File: config.mk
export PLATFORM = sky130hd
export DESIGN_NAME = ps2_dev_rx
export DESIGN_NICKNAME = d
export VERILOG_FILES = /design/src/rtl/ps2r_pkg.sv /design/src/rtl/ps2r_sync.sv /design/src/rtl/ps2r_clkgen.sv /design/src/rtl/ps2r_status.sv /design/src/rtl/ps2_dev_rx.sv
export SDC_FILE = /design/constraint.sdc
export NUM_CORES = 1
export LEC_CHECK = 0
export BUFFER_PORTS_ARGS = -buffer_cell sky130_fd_sc_hd__buf_2
export CORE_ASPECT_RATIO = 2
export CORE_MARGIN = 2
export CORE_UTILIZATION = 50
export CTS_CLUSTER_DIAMETER = 100
export CTS_CLUSTER_SIZE = 12
export DETAILED_ROUTE_END_ITERATION = 10
export PLACE_DENSITY_LB_ADDON = 0.1
export REMOVE_ABC_BUFFERS = 1
export SYNTH_ARGS = -nofsm -noshare
export SYNTH_HDL_FRONTEND = slang
export SYNTH_SLANG_ARGS = --single-unit
File: constraint.sdc
create_clock -name clk -period 3.1 [get_ports clk]
set_input_delay 0.31 -clock clk [delete_from_list [all_inputs] [get_ports clk]]
set_output_delay 0.31 -clock clk [all_outputs]
set_load 0.005 [all_outputs]
File: src/rtl/ps2r_pkg.sv
package ps2r_pkg;

  localparam int unsigned FRAME_PULSES = 12;

  typedef enum logic [2:0] {
    ROLE_START,
    ROLE_DATA,
    ROLE_PARITY,
    ROLE_STOP,
    ROLE_ACK
  } bit_role_e;

  // Role of the line during device clock pulse number idx (1-based)
  function automatic bit_role_e pulse_role(input logic [3:0] idx);
    if (idx == 4'd1)       return ROLE_START;
    else if (idx <= 4'd9)  return ROLE_DATA;
    else if (idx == 4'd10) return ROLE_PARITY;
    else if (idx == 4'd11) return ROLE_STOP;
    else                   return ROLE_ACK;
  endfunction

  // Odd parity: data and parity together carry an odd count of ones
  function automatic logic parity_good(input logic [7:0] d, input logic p);
    return ^{d, p};
  endfunction

  // Decision taken after the stop bit: 1 means drive the acknowledge
  function automatic logic ack_decision(input logic policy, input logic par_ok,
                                        input logic stop_bit);
    return !policy || (par_ok && stop_bit);
  endfunction

endpackage

File: src/rtl/ps2r_sync.sv
module ps2r_sync #(
  parameter int unsigned WIDTH  = 2,
  parameter int unsigned STAGES = 2
) (
  input  logic             clk,
  input  logic             rst_n,
  input  logic [WIDTH-1:0] d_in,
  output logic [WIDTH-1:0] d_out
);
  for (genvar b = 0; b < WIDTH; b++) begin : g_bit
    logic [STAGES-1:0] chain;
    always_ff @(posedge clk or negedge rst_n) begin
      if (!rst_n) chain <= '1;
      else        chain <= {chain[STAGES-2:0], d_in[b]};
    end
    assign d_out[b] = chain[STAGES-1];
  end
endmodule

File: src/rtl/ps2r_clkgen.sv
module ps2r_clkgen
  import ps2r_pkg::*;
#(
  parameter int unsigned HALF_CYC = 4000
) (
  input  logic       clk,
  input  logic       rst_n,
  input  logic       start,
  input  logic       abort,
  output logic       active,
  output logic       low_phase,
  output logic       sample_stb,
  output logic [3:0] pulse_idx
);
  localparam int unsigned PERIOD = 2 * HALF_CYC;
  localparam int unsigned CW     = $clog2(PERIOD);

  logic [CW-1:0] cnt;

  assign sample_stb = active && (cnt == CW'(PERIOD - 1));
  assign low_phase  = active && (cnt < CW'(HALF_CYC));

  always_ff @(posedge clk or negedge rst_n) begin
    if (!rst_n) begin
      active    <= 1'b0;
      cnt       <= '0;
      pulse_idx <= 4'd0;
    end else if (abort) begin
      active    <= 1'b0;
      cnt       <= '0;
    end else if (start) begin
      active    <= 1'b1;
      cnt       <= '0;
      pulse_idx <= 4'd1;
    end else if (active) begin
      if (sample_stb) begin
        cnt <= '0;
        if (pulse_idx == 4'(FRAME_PULSES)) active <= 1'b0;
        else                               pulse_idx <= pulse_idx + 4'd1;
      end else begin
        cnt <= cnt + CW'(1);
      end
    end
  end
endmodule

File: src/rtl/ps2r_status.sv
module ps2r_status (
  input  logic       clk,
  input  logic       rst_n,
  input  logic       commit,
  input  logic [7:0] new_byte,
  input  logic       new_parity,
  input  logic       stop_bad,
  input  logic       rd_strobe,
  input  logic       clr_frame_err,
  input  logic       clr_overwrite,
  input  logic       clr_rx_irq,
  output logic [7:0] hold_q,
  output logic       parity_q,
  output logic       full_q,
  output logic       frame_err_q,
  output logic       overwrite_q,
  output logic       irq_flag_q
);
  always_ff @(posedge clk or negedge rst_n) begin
    if (!rst_n) begin
      hold_q      <= 8'h00;
      parity_q    <= 1'b0;
      full_q      <= 1'b0;
      frame_err_q <= 1'b0;
      overwrite_q <= 1'b0;
      irq_flag_q  <= 1'b0;
    end else begin
      if (commit) begin
        hold_q   <= new_byte;
        parity_q <= new_parity;
        full_q   <= 1'b1;
      end else if (rd_strobe) begin
        full_q   <= 1'b0;
      end
      // set wins over a clear in the same cycle
      if (commit && full_q && !rd_strobe) overwrite_q <= 1'b1;
      else if (clr_overwrite)             overwrite_q <= 1'b0;
      if (stop_bad)           frame_err_q <= 1'b1;
      else if (clr_frame_err) frame_err_q <= 1'b0;
      if (commit)          irq_flag_q <= 1'b1;
      else if (clr_rx_irq) irq_flag_q <= 1'b0;
    end
  end
endmodule

File: src/rtl/ps2_dev_rx.sv
module ps2_dev_rx
  import ps2r_pkg::*;
#(
  parameter int unsigned HALF_CYC    = 4000,
  parameter int unsigned SYNC_STAGES = 2
) (
  input  logic       clk,
  input  logic       rst_n,
  input  logic       enable,
  input  logic       ack_policy,
  input  logic       rx_irq_en,
  input  logic       rd_strobe,
  input  logic       clr_frame_err,
  input  logic       clr_overwrite,
  input  logic       clr_rx_irq,
  input  logic       clk_line_in,
  input  logic       dat_line_in,
  output logic       clk_drive_low,
  output logic       dat_drive_low,
  output logic [7:0] rx_data,
  output logic       rx_parity,
  output logic       frame_err,
  output logic       overwrite,
  output logic       rx_busy,
  output logic       rx_irq_flag,
  output logic       rx_irq,
  output logic       clk_pin_state,
  output logic       dat_pin_state
);
  logic [1:0] sync_q;
  logic       clk_s, dat_s;

  ps2r_sync #(.WIDTH(2), .STAGES(SYNC_STAGES)) u_sync (
    .clk   (clk),
    .rst_n (rst_n),
    .d_in  ({dat_line_in, clk_line_in}),
    .d_out (sync_q)
  );
  assign clk_s = sync_q[0];
  assign dat_s = sync_q[1];

  // Named internal events (observed by the checker)
  logic       active, low_phase, sample_stb;
  logic [3:0] pulse_idx;
  logic       seen_low_q;
  logic       rts_start, abort_evt, stop_bad_evt, commit_evt;
  logic [7:0] shift_q;
  logic       par_q, ack_go_q, hold_full;
  bit_role_e  role;

  assign rts_start = enable && !active && seen_low_q && clk_s && !dat_s;
  assign abort_evt = !enable && active;
  assign role      = pulse_role(pulse_idx);

  ps2r_clkgen #(.HALF_CYC(HALF_CYC)) u_clkgen (
    .clk        (clk),
    .rst_n      (rst_n),
    .start      (rts_start),
    .abort      (abort_evt),
    .active     (active),
    .low_phase  (low_phase),
    .sample_stb (sample_stb),
    .pulse_idx  (pulse_idx)
  );

  // Host inhibit tracking while idle
  always_ff @(posedge clk or negedge rst_n) begin
    if (!rst_n)                 seen_low_q <= 1'b0;
    else if (!enable || active) seen_low_q <= 1'b0;
    else if (!clk_s)            seen_low_q <= 1'b1;
    else                        seen_low_q <= 1'b0;
  end

  assign stop_bad_evt = sample_stb && (role == ROLE_STOP) && !dat_s;
  assign commit_evt   = sample_stb && (role == ROLE_ACK) && ack_go_q;

  always_ff @(posedge clk or negedge rst_n) begin
    if (!rst_n) begin
      shift_q  <= 8'h00;
      par_q    <= 1'b0;
      ack_go_q <= 1'b0;
    end else if (rts_start) begin
      ack_go_q <= 1'b0;
    end else if (sample_stb) begin
      unique case (role)
        ROLE_DATA:   shift_q  <= {dat_s, shift_q[7:1]};
        ROLE_PARITY: par_q    <= dat_s;
        ROLE_STOP:   ack_go_q <= ack_decision(ack_policy,
                                              parity_good(shift_q, par_q), dat_s);
        default:     ;
      endcase
    end
  end

  ps2r_status u_status (
    .clk           (clk),
    .rst_n         (rst_n),
    .commit        (commit_evt),
    .new_byte      (shift_q),
    .new_parity    (par_q),
    .stop_bad      (stop_bad_evt),
    .rd_strobe     (rd_strobe),
    .clr_frame_err (clr_frame_err),
    .clr_overwrite (clr_overwrite),
    .clr_rx_irq    (clr_rx_irq),
    .hold_q        (rx_data),
    .parity_q      (rx_parity),
    .full_q        (hold_full),
    .frame_err_q   (frame_err),
    .overwrite_q   (overwrite),
    .irq_flag_q    (rx_irq_flag)
  );

  assign clk_drive_low = low_phase;
  assign dat_drive_low = active && (role == ROLE_ACK) && ack_go_q;
  assign rx_busy       = active;
  assign rx_irq        = rx_irq_flag && rx_irq_en;
  assign clk_pin_state = clk_s;
  assign dat_pin_state = dat_s;
endmodule

; ---- Word level (Yosys, flattened, before mapping)
; Cells that the tools add are included.
[word_totals]
output_inout_bits = 18
n_memories = 0
ff_bits = 46
latchBits = 0
romBits = 0
ramBits = 0
[classes]
div = 0
add_sub_neg = 2
n_mul = 0
n_bitwise = 2
n_eq_ne = 10
magnitude_cmp = 2
n_reduce_logical = 37
shift = 0
mux = 30
[op_table]
columns = cell, n
row1 = $mux 13, 4
row2 = $mux 1, 18
row3 = $logic_and 1x1->1, 17
row4 = $mux 4, 4
row5 = $reduce_bool 2->1, 7
row6 = $add 13x1->13 const B, 1
row7 = $eq 13x13->1 const B, 1
row8 = $lt 13x12->1 const B, 1
row9 = $eq 4x4->1 const B, 3
row10 = $mux 3, 4
row11 = $reduce_xor 9->1, 1
row12 = $eq 3x2->1 const B, 2
row13 = $reduce_and 3->1, 2
row14 = $logic_not 1->1, 5
row15 = $add 4x1->4 const B, 1
row16 = $eq 4x1->1 const B, 1
row17 = $le 4x4->1 const B, 1
row18 = $reduce_and 4->1, 1
row19 = $eq 3x1->1 const B, 1
row20 = $eq 3x3->1 const B, 1
row21 = $reduce_bool 3->1, 1
row22 = $logic_or 1x1->1, 2
row23 = $ne 2x2->1 const B, 1
row24 = $not 1->1, 2
row25 = $reduce_and 2->1, 1

; ---- Depth between registers and ports, before layout
[logic_depth]
word_depth = 11
depth_mapped = 8
depth_no_buf = 7

; ---- Cells and area by module
; A second synthesis with hierarchy kept.
[unflattened]
cells_unflattened = 204
area_unflattened_um2 = 2374.8
[modules_own_cells]
columns = mod, n_inst, area_per_inst_um2, cells_each
row1 = ps2r_clkgen, 1, 1114.8, 117
row2 = ps2_dev_rx, 1, 625.6, 50
row3 = ps2r_status, 1, 514.2, 31
row4 = ps2r_sync, 1, 120.1, 6

; ---- Least setup slack after synthesis
; OpenSTA, ideal clock, no wires.
[synth_path]
kind = register -> register
start = register u_clkgen.cnt[0]
end = register u_status.hold_q[0]
n_path_buf = 1
path_stages_with_launch = 7
slack_ns = 1.100
setup_ns = 0.125
required_ns = 2.975
arrival_time_ns = 1.875
cell_sequence = dfrtp_1 > ha_1 > nand3_1 > nor4_4 > and2_4 > buf_8 > mux2_4
[synth_between]
elab_chain_len = 4
[synth_lines]
columns = item, line
row1 = start: declaration, ps2r_clkgen.sv:18  ; logic [CW-1:0] cnt;
row2 = start signal: assignment, ps2r_clkgen.sv:41  ; cnt <= cnt + CW'(1);
row3 = $eq 13x13->1, ps2r_clkgen.sv:20  ; assign sample_stb = active && (cnt == CW'(PERIOD - 1));
row4 = $logic_and 1x1->1, ps2r_clkgen.sv:20
row5 = $logic_and 1x1->1 (2 in series), ps2_dev_rx.sv:75  ; assign commit_evt = sample_stb && (role == ROLE_ACK) && ack_go_q;
row6 = end signal: assignment, ps2r_status.sv:29  ; hold_q <= new_byte;
row7 = end: declaration, ps2r_status.sv:12  ; output logic [7:0] hold_q,
; Every way passes these cells.
; A chain may end at the register's enable or synchronous reset.

; ---- Worst setup path in the final report
[layout_path]
start = register u_clkgen.cnt[0]
end = register u_clkgen.cnt[5]
[layout_between]
elab_chain_len = 6
[layout_lines]
columns = item, line
row1 = branches (longest 2 deep; another with $add 13x1->13), -
row2 = $mux 13 *, ps2r_clkgen.sv:36  ; if (sample_stb) begin
row3 = $mux 13 *, ps2r_clkgen.sv:35  ; end else if (active) begin
row4 = $mux 13 *, ps2r_clkgen.sv:31  ; end else if (start) begin
row5 = $mux 13 *, ps2r_clkgen.sv:28  ; end else if (abort) begin
; Mark *: on every way between the ends. The select of a mux whose other input is x is not followed.

==> flow_metrics.py <==
metrics = {
    "synthesis": {
        "synth_seq_area_share": 0.513,
        "synth.ff_latch_count": 46,
        "synth_top_cell_area_share": 0.466,
        "most_instantiated_flip_flop_cell_in_the_synthesis_netlist": "sky130_fd_sc_hd__dfrtp_1",
        "synth-edff-count": 0,
        "post_synth_most_frequent_cells": "sky130_fd_sc_hd__dfrtp_1, sky130_fd_sc_hd__o21ai_0, sky130_fd_sc_hd__inv_1, sky130_fd_sc_hd__nand2_1, sky130_fd_sc_hd__nor2_1",
        "yosys_warnings": 0,
        "post_synth_fa_ha_maj_area_fraction": 0.0333,
        "synthMostInstantiatedCell": "sky130_fd_sc_hd__dfrtp_1",
        "compound_cell_area_share_of_the_yosys_netlist": 0.108,
        "synth.lib_cells_used.distinct": 45,
        "main_combinational_cell_family_by_area_after_synthesis": "simple AND/OR/NAND/NOR gates",
        "synth_xor_xnor_area_share": 0.0428,
        "synth_area_um2": 2250,
        "synth_largest_area_cell": "sky130_fd_sc_hd__dfrtp_1",
        "post_synth_and_or_nand_nor_area_fraction": 0.163,
        "syn-instance-count": 203,
        "synth_mux_area_frac": 0.101,
        "ys_async_sr_fraction": 1.00,
        "synth.avg_cell_area_um2": 11.1,
        "yosys-top-cells-area": "sky130_fd_sc_hd__dfrtp_1, sky130_fd_sc_hd__mux2_2, sky130_fd_sc_hd__dfstp_2, sky130_fd_sc_hd__mux2_4, sky130_fd_sc_hd__o21ai_0",
    },
    "power_and_ir_drop": {
        "totalPowerFinal_w": 0.00113,
        "power-per-cell-area_nw_per_um2": 443,
        "max-vdd-ir-drop_mv": 0.271,
        "comb_power_share": 0.048,
        "power_switching_w": 0.000252,
        "power.static_leakage_nw": 1.26,
        "seq_power_share": 0.559,
        "p_int_w": 0.000878,
        "switching_share": 0.223,
        "clock_power_share": 0.393,
    },
    "die": {
        "ios": 29,
        "die_height_um": 98.9,
        "dieArea_um2": 5090,
        "start_util": 0.519,
        "core_region_um2": 4340,
        "chipWidth_um": 51.5,
        "core.rowCount": 34,
    },
    "final_layout": {
        "diodes": 0,
        "syn2layout_area_growth_pct": 13.0,
        "num-nets-final": 252,
        "fraction_of_layout_cells_with_a_size_suffix_above_1": 0.271,
        "stdcell_count": 290,
    },
    "worst_hold_path": {
        "timing.hold.worst.class": "in -> reg",
        "worst_hold_path_depth": 1,
        "worst_hold_path.endpoint": "u_sync.g_bit[1].chain[0]",
        "min-delay-start": "dat_line_in",
    },
    "sta": {
        "finalClockSkew_ns": 0.00371,
        "relSlewSlack": 0.334,
        "rsz_0062_raised_after_global_routing": "false",
        "fmaxAchievable_mhz": 467,
        "setup_violations": 0,
        "period_share": 0.691,
        "worst_slew_pin_tran_ns": 0.998,
        "post-route-min-period_ns": 2.14,
        "post-route-worst-setup-slack_ns": 0.957,
        "final_max_slew_viol_count": 0,
        "report.final.hold_viol_count": 0,
        "timing.setup.tns_ns": 0,
    },
    "drt": {
        "drt.antenna.violating_nets": 0,
        "detail_route.drc_violations": 0,
        "avgRoutedWirePerCell_um": 16.1,
        "viasPerCell": 5.69,
        "drt_iter0_drc": 23,
        "vias": 1651,
        "routed_wirelength_um": 4680,
        "detailedRoute.firstPassIterationCount": 4,
    },
    "placement": {
        "place.gp.congestion": 0.933,
        "dp_wirelength_um": 3480,
        "place_worst_setup_slack_ns": 0.962,
        "place_inst": 282,
        "port_buffers": 28,
    },
    "clock_network": {
        "cts-buffers-inserted": 5,
        "cts_max_path_buffers": 2,
        "cts.repair_timing.setup_buffer_count": 0,
        "cts.sinks": 46,
        "clk_pin_slew_worst_paths_ns": 0.09,
        "ctsResizeCount": 0,
        "cts-hold-fix-buffers": 0,
        "cts-htree-levels": 2,
        "clock_insertion_delay_worst_skew_ns": 0.30,
        "tritoncts": "yes",
        "clockRootBuffer": "sky130_fd_sc_hd__clkbuf_8",
    },
    "status": {
        "run_status": "completed",
    },
    "critical_path": {
        "worst_r2r_startpoint": "u_clkgen.cnt[0]",
        "worstRegToRegCells": 7,
        "crit-reg2reg-capture": "u_clkgen.cnt[5]",
        "required_ns": 3.29,
        "cp.arrival_ns": 2.34,
        "critPathCaptureType": "register",
        "worst_case_register_to_register_setup_slack_ns": 0.96,
        "critical_path.startpoint_type": "register",
        "category_of_the_most_critical_setup_path": "reg -> reg",
        "critPathMaxFanout": 12,
    },
    "grt": {
        "grt_pass1_vias": 1731,
        "grt_first_pass_wirelength_um": 7940,
        "grt_start_max_net_pins": 47,
        "overflow": 0,
        "grt_usage": 0.205,
        "initial_antenna_violation_count": 0,
    },
    "flow_run": {
        "drv_cap": 0,
    },
}
## cell families after synthesis
kind of cell	count (synthesis)
simple gates	63
flops	46
compound gates	40
buf+inv	19
mux	18
xor+xnor	11
fa+ha+maj	6
## cells in the final DEF (no fill, tap or decap), drive strengths merged, types with 2 or more instances in the layout
cell type	netlist	routed
nor3	6	6
nand2b	2	2
xnor2	9	9
nand4	8	8
dfrtp	42	42
nor2	13	13
a31oi	2	2
buf	3	29
clkbuf	1	6
a22o	4	4
and2	4	4
dfstp	4	4
ha	6	6
xor2	2	2
or2	2	2
inv	15	15
a21o	2	2
nand3	5	5
or3	3	3
mux2	17	17
a21oi	8	8
o21ai	18	18
nand2	13	13
## registers in the layout (all words and copies together), names as in the netlist
signal / cells
u_status.parity_q: 1
par_q: 1
shift_q: 8
u_sync.g_bit.chain: 4
u_status.hold_q: 8
u_status.full_q: 1
u_clkgen.cnt: 13
u_status.overwrite_q: 1
u_status.irq_flag_q: 1
u_clkgen.pulse_idx: 4
ack_go_q: 1
u_status.frame_err_q: 1
seen_low_q: 1
u_clkgen.active: 1
## through the flow
stage | instance area [um2] | util | hold slack, ns
after floorplan | 2220 | - | 0.0144
after global placement | 2440 | 0.562 | 0.347
after detailed placement | 2440 | 0.562 | 0.349
after global routing | 2550 | 0.587 | 0.0923
final | 2550 | 0.587 | 0.106
after CTS | 2550 | 0.587 | 0.0954
## routing by layer
metal	track usage	wire length (um)	vias up
met4	0.0992	148	0
met5	0	0	-
met2	0.384	2720	38
met1	0.209	1680	823
met3	0.0333	132	11
li1	-	-	779
## critical path, cell delays in order (launching register included)
cell	delay (ns)
sky130_fd_sc_hd__dfrtp_1	0.38
sky130_fd_sc_hd__ha_1	0.21
sky130_fd_sc_hd__nand3_1	0.22
sky130_fd_sc_hd__nor4_4	0.48
sky130_fd_sc_hd__buf_4	0.27
sky130_fd_sc_hd__or2_2	0.18
sky130_fd_sc_hd__o21ai_1	0.08
sky130_fd_sc_hd__a22o_1	0.22
## layout make-up
cell class | count | area [um2]
repair buffers | 29 | 148
fillers | 386 | 1790
clock inverters | 2 | 37.5
clock buffers | 6 | 72.6
well taps | 54 | 67.6
inverters | 15 | 56.3
flip-flops and latches | 46 | 1160
multi-input cells | 138 | 1010
## power by group through the flow
stage | sequential, W | clock [W] | combinational, W
floorplan | 0.000639 | 0 | 0.0000276
global placement | 0.000642 | 0 | 0.0000528
detailed placement | 0.000643 | 0 | 0.0000555
CTS | 0.000631 | 0.000458 | 0.0000556
global route | 0.000633 | 0.000487 | 0.0000628
finish | 0.000631 | 0.000444 | 0.0000543
## worst max path at each step
stage | start | endpoint | depth (start not counted)
after CTS | u_clkgen.cnt[0] | u_clkgen.cnt[5] | 7
after floorplan | u_clkgen.cnt[0] | u_status.hold_q[7] | 5
final | u_clkgen.cnt[0] | u_clkgen.cnt[5] | 7
after global routing | u_clkgen.cnt[0] | u_clkgen.cnt[5] | 7
after global placement | u_clkgen.cnt[0] | u_clkgen.cnt[5] | 7
after detailed placement | u_clkgen.cnt[0] | u_clkgen.cnt[5] | 7
Power figures use the tool's default switching activity.
